`config.mk`:
```
export PLATFORM = sky130hd
export DESIGN_NAME = slice_mag_compare
export DESIGN_NICKNAME = d
export VERILOG_FILES = /design/src/rtl/slice_mag_compare.sv
export SDC_FILE = /design/constraint.sdc
export NUM_CORES = 1
export LEC_CHECK = 0
export ABC_AREA = 0
export BUFFER_PORTS_ARGS = -buffer_cell sky130_fd_sc_hd__buf_2
export CAP_MARGIN = 10
export CORE_AREA = 3 3 40 42
export DETAILED_ROUTE_END_ITERATION = 12
export DIE_AREA = 0 0 43 45
export PLACE_DENSITY_LB_ADDON = 0.08
export SLEW_MARGIN = 0
export SYNTH_ARGS = -nofsm -noshare
export SYNTH_HDL_FRONTEND = slang
export SYNTH_SLANG_ARGS = --single-unit
```
`constraint.sdc`:
```
create_clock -name vclk -period 1.4
set_input_delay 0.14 -clock vclk [all_inputs]
set_output_delay 0.14 -clock vclk [all_outputs]
set_load 0.02 [all_outputs]
```
`src/rtl/slice_mag_compare.sv`:
```
module slice_mag_compare #(
  parameter int WIDTH = 8
) (
  input  logic [WIDTH-1:0] op_a,
  input  logic [WIDTH-1:0] op_b,
  output logic             a_gt,
  output logic             a_lt,
  output logic             a_eq
);

  localparam int STAGES = WIDTH + 1;

  logic [STAGES-1:0] gt_link;
  logic [STAGES-1:0] lt_link;
  logic [STAGES-1:0] eq_link;

  assign eq_link[0] = 1'b1;
  assign gt_link[0] = 1'b0;
  assign lt_link[0] = 1'b0;

  for (genvar i = 0; i < WIDTH; i++) begin : g_cell
    logic a_hi, b_hi, same;
    assign a_hi = op_a[i] & ~op_b[i];
    assign b_hi = ~op_a[i] & op_b[i];
    assign same = ~(op_a[i] ^ op_b[i]);

    assign gt_link[i+1] = a_hi | (same & gt_link[i]);
    assign lt_link[i+1] = b_hi | (same & lt_link[i]);
    assign eq_link[i+1] = same & eq_link[i];
  end

  assign a_gt = gt_link[WIDTH];
  assign a_lt = lt_link[WIDTH];
  assign a_eq = eq_link[WIDTH];

endmodule


```
; ---- After elaboration in Yosys (flattened, before gate mapping)
; Cells that the tools add are included.
[totals]
input_bits = 16
elab_cells = 83
output_inout_bits = 3
regBits = 0
[classes]
bitwise = 83
[op_table]
columns = op, count
row1 = bitwise AND 1 bit, 37
row2 = inverter 1 bit, 24
row3 = bitwise OR 1 bit, 14
row4 = XOR 1 bit, 8

; ---- Longest topological paths before layout
; Gate-level depths: netlist of run 1.
[logic_depth]
ltp_word = 16
depth_mapped = 5
ltp_nobuf = 5

; ---- Worst setup path before layout of run 1
; No wires, ideal clock.
[synth_path]
path_kind = input -> output
startpoint = input port op_a[7]
endpoint = output port a_gt
path_slack_ns = 0.041
required_ns = 1.260
arrival_ns = 1.219
path_stages = 5
path_buffers = 0
cell_sequence = inv_1 ha_1 nand3_2 or2_1 o221ai_1
[synth_via]
elab_chain_len = 4
word_cells_on_any_way = 5
cone_classes = bitwise (5)
[synth_rtl]
columns = element, line_no
row1 = from (decl), 4  ; input logic [WIDTH-1:0] op_a,
row2 = XOR 1 bit, 25  ; assign same = ~(op_a[i] ^ op_b[i]);
row3 = inverter 1 bit, 25
row4 = bitwise AND 1 bit, 27  ; assign gt_link[i+1] = a_hi | (same & gt_link[i]);
row5 = bitwise OR 1 bit *, 27
row6 = to (decl), 6  ; output logic a_gt,
; Mark *: on every way between the ends. The rest lies on a longest branch, timed or not.

; ---- Worst setup path after layout of run 1
[layout_path]
startpoint = input port op_b[3]
endpoint = output port a_gt
[layout_via]
elab_chain_len = 12
word_cells_on_any_way = 14
cone_classes = bitwise (14)
[layout_rtl]
columns = element, line_no
row1 = from (decl), 5  ; input logic [WIDTH-1:0] op_b,
row2 = XOR 1 bit, 25
row3 = inverter 1 bit, 25
row4 = bitwise AND 1 bit, 27
row5 = bitwise OR 1 bit *, 27
row6 = bitwise AND 1 bit *, 27
row7 = bitwise OR 1 bit *, 27
row8 = bitwise AND 1 bit *, 27
row9 = bitwise OR 1 bit *, 27
row10 = bitwise AND 1 bit *, 27
row11 = bitwise OR 1 bit *, 27
row12 = bitwise AND 1 bit *, 27
row13 = bitwise OR 1 bit *, 27
; Marks and branches as above.

==> run_results.csv, run 1 <==
group,metric,value,unit
run_status,status,"completed",
yosys,yosysTopAreaCellShare,53.69,%
floorplan,core,1285,um^2
detailed_routing,drtPass1Iterations,3,
placed_design,numPortBuffers,19,
yosys,syn_inst,48,
hold_path,worstHoldEndpoint,"a_lt",
finish,nets,110,
detailed_routing,wire_per_inst,10.00,um
power,ir_drop,0.1641,mV
floorplan,num_io_pins,19,
sta,setup_viol_count_final,0,
placed_design,dp_hpwl,728.5,um
grt,grt_usage,10.78,%
finish,antenna_cells,0,
sta,slew_headroom,85.76,%
sta,period_share,96.17,%
hold_path,worstHoldStart,"op_b[7]",
yosys,synth_cell_type_count,12,
critical_path,cp.arrival,1.21,ns
finish,drive_above_1_share,65.79,%
yosys,avgSynthCellArea,7.768,um^2
detailed_routing,ant_nets,0,
sta,hold_viol,0,
flow_run,cap_violations,0,
grt,antenna_found_initial,0,
critical_path,critPathMaxFanout,2,
critical_path,endpoint_kind,"output port",
power,p_per_area,310.4,nW/um^2
sta,tightest_slew,0.2136,ns
finish,fillers,122,
grt,grt_max_degree,4,
clock_network,cts-hold-fix-buffers,0,
detailed_routing,wl,910,um
floorplan,start_util,29.02,%
floorplan,die-area,1935,um^2
yosys,syn_nets,80,
sta,maxSlewViolCount,0,
critical_path,crit_required,1.26,ns
floorplan,rows,13,
grt,gr-total-overflow,0,
detailed_routing,avgViaCountPerCell,4.462,
sta,timing.hold.ws,0.7398,ns
floorplan,dieWidth,43,um
finish,nClkBuffers,0,
power,finalPower,223.3,uW
detailed_routing,drt-initial-drc-count,1,
detailed_routing,vias,406,
sta,rsz0062_at_grt,"false",
detailed_routing,drc,0,
yosys,synth_area,372.9,um^2
sta,clock.fmax,742.7,MHz
yosys,yosys_warnings,0,
yosys,seq_area_frac_synth,0,%
clock_network,postCtsSetupBuffers,0,
critical_path,worstSetupStartpointType,"input pin",
floorplan,die_h,45,um
critical_path,path_class,"input pin to output port",
grt,grt_pass1_wl,1635,um
hold_path,hold_path_class,"input pin to output port",
power,p_leak,0.3803,nW
sta,fin_crit,1.346,ns
yosys,yosysTopAreaCell,"ha_1",
hold_path,whs_path_depth,5,
finish,syn2layout_area_growth,92.95,%
grt,grt_pass1_vias,402,
finish,sequential_cell_total,0,
finish,multiInputGateArea,437.9,um^2
critical_path,critPathLaunch,"op_b[3]",
finish,regArea,0,um^2
placed_design,place.gp.congestion,0.7197,
yosys,synthTopCellsByArea,"ha_1, inv_1, a21oi_1",
cell usage after synthesis, drive strengths merged:
| master | instances |
|---|---|
| nor2 | 1 |
| ha | 16 |
| o221ai | 2 |
| a221oi | 2 |
| a21o | 2 |
| inv | 16 |
| and4 | 1 |
| nand2 | 1 |
| nand3 | 2 |
| a21oi | 4 |
| or2 | 1 |
worst max-delay path: stages:
cell and delay (ns):
buf_2 0.12, ha_4 0.23, and4_4 0.20, a221oi_4 0.23
o221ai_2 0.12, buf_4 0.16
cell families after synthesis:
group / count (synthesis) / synth area share (%)
AOI/OAI and AO/OA: 10 / 19.47
and+or+nand+nor: 6 / 10.74
buffers and inverters: 16 / 16.11
adders and majority gates: 16 / 53.69
worst max-delay path by stage:
stage / to / slack [ns] / depth (start not counted)
floorplan: a_gt / 0.04 / 5
global placement: a_gt / -0.10 / 7
detailed placement: a_gt / -0.13 / 7
CTS: a_gt / 0.004 / 6
global route: a_gt / 0.0005 / 6
finish: a_gt / 0.05 / 6
cell usage in the layout, fill, tap and decap left out, drive strengths merged:
| cell | Yosys | final |
|---|---|---|
| buf | 0 | 28 |
| ha | 16 | 16 |
| inv | 16 | 16 |
| a21oi | 4 | 4 |
| a221oi | 2 | 2 |
| a21o | 2 | 2 |
| o221ai | 2 | 2 |
| nand3 | 2 | 2 |
| and4 | 1 | 1 |
| nand2 | 1 | 1 |
| or2 | 1 | 1 |
| nor2 | 1 | 1 |
stage by stage:
stage,cell area (um^2),utilization [%],setup slack (ns),setup TNS [ns],instances
final,719.4,55.99,0.05360,0,91
after global routing,719.4,55.99,0.0004765,0,91
after CTS,676.9,52.68,0.004228,0,91
after detailed placement,554.3,43.14,-0.1321,-0.2275,91
after global placement,554.3,43.14,-0.1018,-0.1925,91
after floorplan,372.9,-,0.04101,0,48
what timing repair did:
item	4_1_cts	5_1_grt
setup endpoints to repair	2	2
pin swaps	6	6
gates resized for setup	19	11
power breakdown:
part,internal [mW],switching (mW)
sequential,0,0
clock,0,0
combinational,0.125,0.0985
total,0.125,0.0985
layer usage:
metal	track usage [%]	wire, um	vias up	share of wire, %
met1	13.81	374	183	41
met2	21.56	502	8	55
met4	0	0	0	0
li1	-	-	215	-
met3	0	32	0	3.5
met5	0	0	-	0
cell type report:
cell class                      count  area share (%)
Tap cell                           15           2.609
Multi-Input combinational cell     32           60.87
Timing Repair Buffer               28           27.83
Inverter                           16           8.696
No activity file was read; power rests on OpenSTA's default activity.
==> run 2: changes to the inputs <==
--- a/config.mk
+++ b/config.mk
@@ -6,6 +6,7 @@
 export NUM_CORES = 1
 export LEC_CHECK = 0
 export ABC_AREA = 0
+export ABC_CLOCK_PERIOD_IN_PS = 1710
 export BUFFER_PORTS_ARGS = -buffer_cell sky130_fd_sc_hd__buf_2
 export CAP_MARGIN = 10
 export CORE_AREA = 3 3 40 42
==> constraint.sdc (replaced) <==
create_clock -name vclk -period 1.71
set_input_delay 0.171 -clock vclk [all_inputs]
set_output_delay 0.171 -clock vclk [all_outputs]
set_load 0.02 [all_outputs]
==> run 2 against run 1 <==
  * Combinational power shrank 52%
  * Die area is the same
  * Non-clock buffer count shrank 8
  * First-iteration DRC count grew 100%
  * Power shrank 51%
  * Via count shrank 13%
  * Utilization shrank 17 points
  * Worst setup slack gained 0.056 ns
  * Worst hold slack gained 0.090 ns
  * Count of clock-buffer cells in the layout is the same
  * Final cell count shrank 8.8%
  * Critical path type unchanged
  * Global-route usage shrank 2.9 points
==> run_results.csv, run 2 (same netlist as run 1, synthesis figures left out) <==
group,metric,value,unit
critical_path,worstSetupStartpointType,"input pin",
grt,grt_max_degree,5,
power,ir_drop,0.09642,mV
detailed_routing,drt-initial-drc-count,2,
finish,nets,102,
floorplan,dieWidth,43,um
critical_path,crit_required,1.54,ns
hold_path,worstHoldEndpoint,"a_lt",
sta,period_share,93.59,%
run_status,status,"completed",
finish,nClkBuffers,0,
sta,worst_slack,0.1097,ns
grt,grt_pass1_wl,1262,um
flow_run,cap_violations,0,
sta,tightest_slew,0.2590,ns
hold_path,hold_path_class,"input pin to output port",
finish,final_common_cell,"buf_2",
detailed_routing,ant_nets,0,
grt,grt_usage,7.877,%
clock_network,postCtsSetupBuffers,0,
floorplan,die-area,1935,um^2
sta,rsz0062_at_grt,"false",
finish,sequential_cell_total,0,
sta,clock.fmax,624.9,MHz
placed_design,place.gp.congestion,0.6440,
critical_path,endpoint_kind,"output port",
critical_path,cp_common_cell,"buf_2",
hold_path,whs_path_depth,5,
detailed_routing,wl,738,um
finish,syn2layout_area_growth,34.23,%
critical_path,slowest_stage,"ha_1",
power,p_leak,0.3300,nW
detailed_routing,wire_per_inst,8.892,um
floorplan,die_h,45,um
sta,slew_headroom,82.73,%
detailed_routing,drc,0,
sta,setup_tns,0,ns
finish,regArea,0,um^2
grt,gr-total-overflow,0,
power,p_per_area,216.6,nW/um^2
placed_design,dp_slack,0.1041,ns
detailed_routing,drtPass1Iterations,2,
critical_path,cp.arrival,1.43,ns
grt,grt_pass1_vias,339,
finish,final_cell_mix,"buf_2, inv_1, ha_1",
finish,drive_above_1_share,36.76,%
grt,antenna_found_initial,0,
hold_path,worstHoldStart,"op_b[7]",
sta,hold_viol,0,
finish,antenna_cells,0,
floorplan,rows,13,
sta,setup_viol_count_final,0,
critical_path,path_cells,"buf_2 > inv_1 > ha_1 > and4_4 > a221oi_1 > o221ai_1 > buf_2",
sta,fin_crit,1.600,ns
clock_network,cts-hold-fix-buffers,0,
critical_path,slowest_delay,0.33,ns
detailed_routing,avgViaCountPerCell,4.265,
placed_design,numPortBuffers,19,
floorplan,num_io_pins,19,
floorplan,core,1285,um^2
placed_design,dp_hpwl,703.5,um
floorplan,start_util,29.02,%
sta,maxSlewViolCount,0,
detailed_routing,vias,354,
critical_path,path_class,"input pin to output port",
critical_path,critPathMaxFanout,4,
==> run 2: cell count changes in the layout (fill, tap and decap cells not counted), sizes merged <==
cell and delta:
buf -8
==> run 2: where the power goes <==
part           internal (mW)  switching, mW
Combinational         0.0528         0.0556
Clock                      0              0
Sequential                 0              0
Total                 0.0528         0.0556
==> run 2: repair_timing <==
action | CTS | global route
endpoints found under the setup margin | 0 | 1
hold endpoints to repair | 0 | 0
gates resized for setup | 0 | 1
==> run 2: metal layers <==
layer | part of all wire (%) | routed length, um | track usage [%]
met1 | 47 | 348 | 11.19
met2 | 48 | 355 | 14.37
met3 | 4.7 | 35 | 0
met4 | 0 | 0 | 0
met5 | 0 | 0 | 0
==> run 2: critical path: cells and delay by family <==
family	cells	cell delay (ns)
simple gates	1	0.22
fa+ha+maj	1	0.33
buf+inv	3	0.30
compound gates	2	0.41
==> run 2: metrics by stage <==
step	cells	hold WS, ns	area [um^2]	utilization (%)	total power [mW]
floorplan	48	0.6552	372.9	-	0.06443
global placement	83	0.8346	494.2	38.46	0.1086
detailed placement	83	0.8281	494.2	38.46	0.1079
CTS	83	0.8311	494.2	38.46	0.1087
global route	83	0.8705	500.5	38.95	0.1256
finish	83	0.8294	500.5	38.95	0.1084
==> run 2: worst max-delay path by stage <==
stage	startpoint	end	slack (ns)
after global routing	op_a[4]	a_gt	0.03
after detailed placement	op_a[4]	a_gt	0.10
after floorplan	op_a[7]	a_gt	0.29
after CTS	op_a[4]	a_lt	0.10
final	op_a[4]	a_gt	0.11
after global placement	op_a[4]	a_gt	0.13
==> run 2: final cells by class <==
| type | instances | area [um^2] |
|---|---|---|
| Fill cell | 146 | 784.5 |
| Inverter | 16 | 60.06 |
| Multi-Input combinational cell | 32 | 319.1 |
| Tap cell | 15 | 18.77 |
| Timing Repair Buffer | 20 | 102.6 |
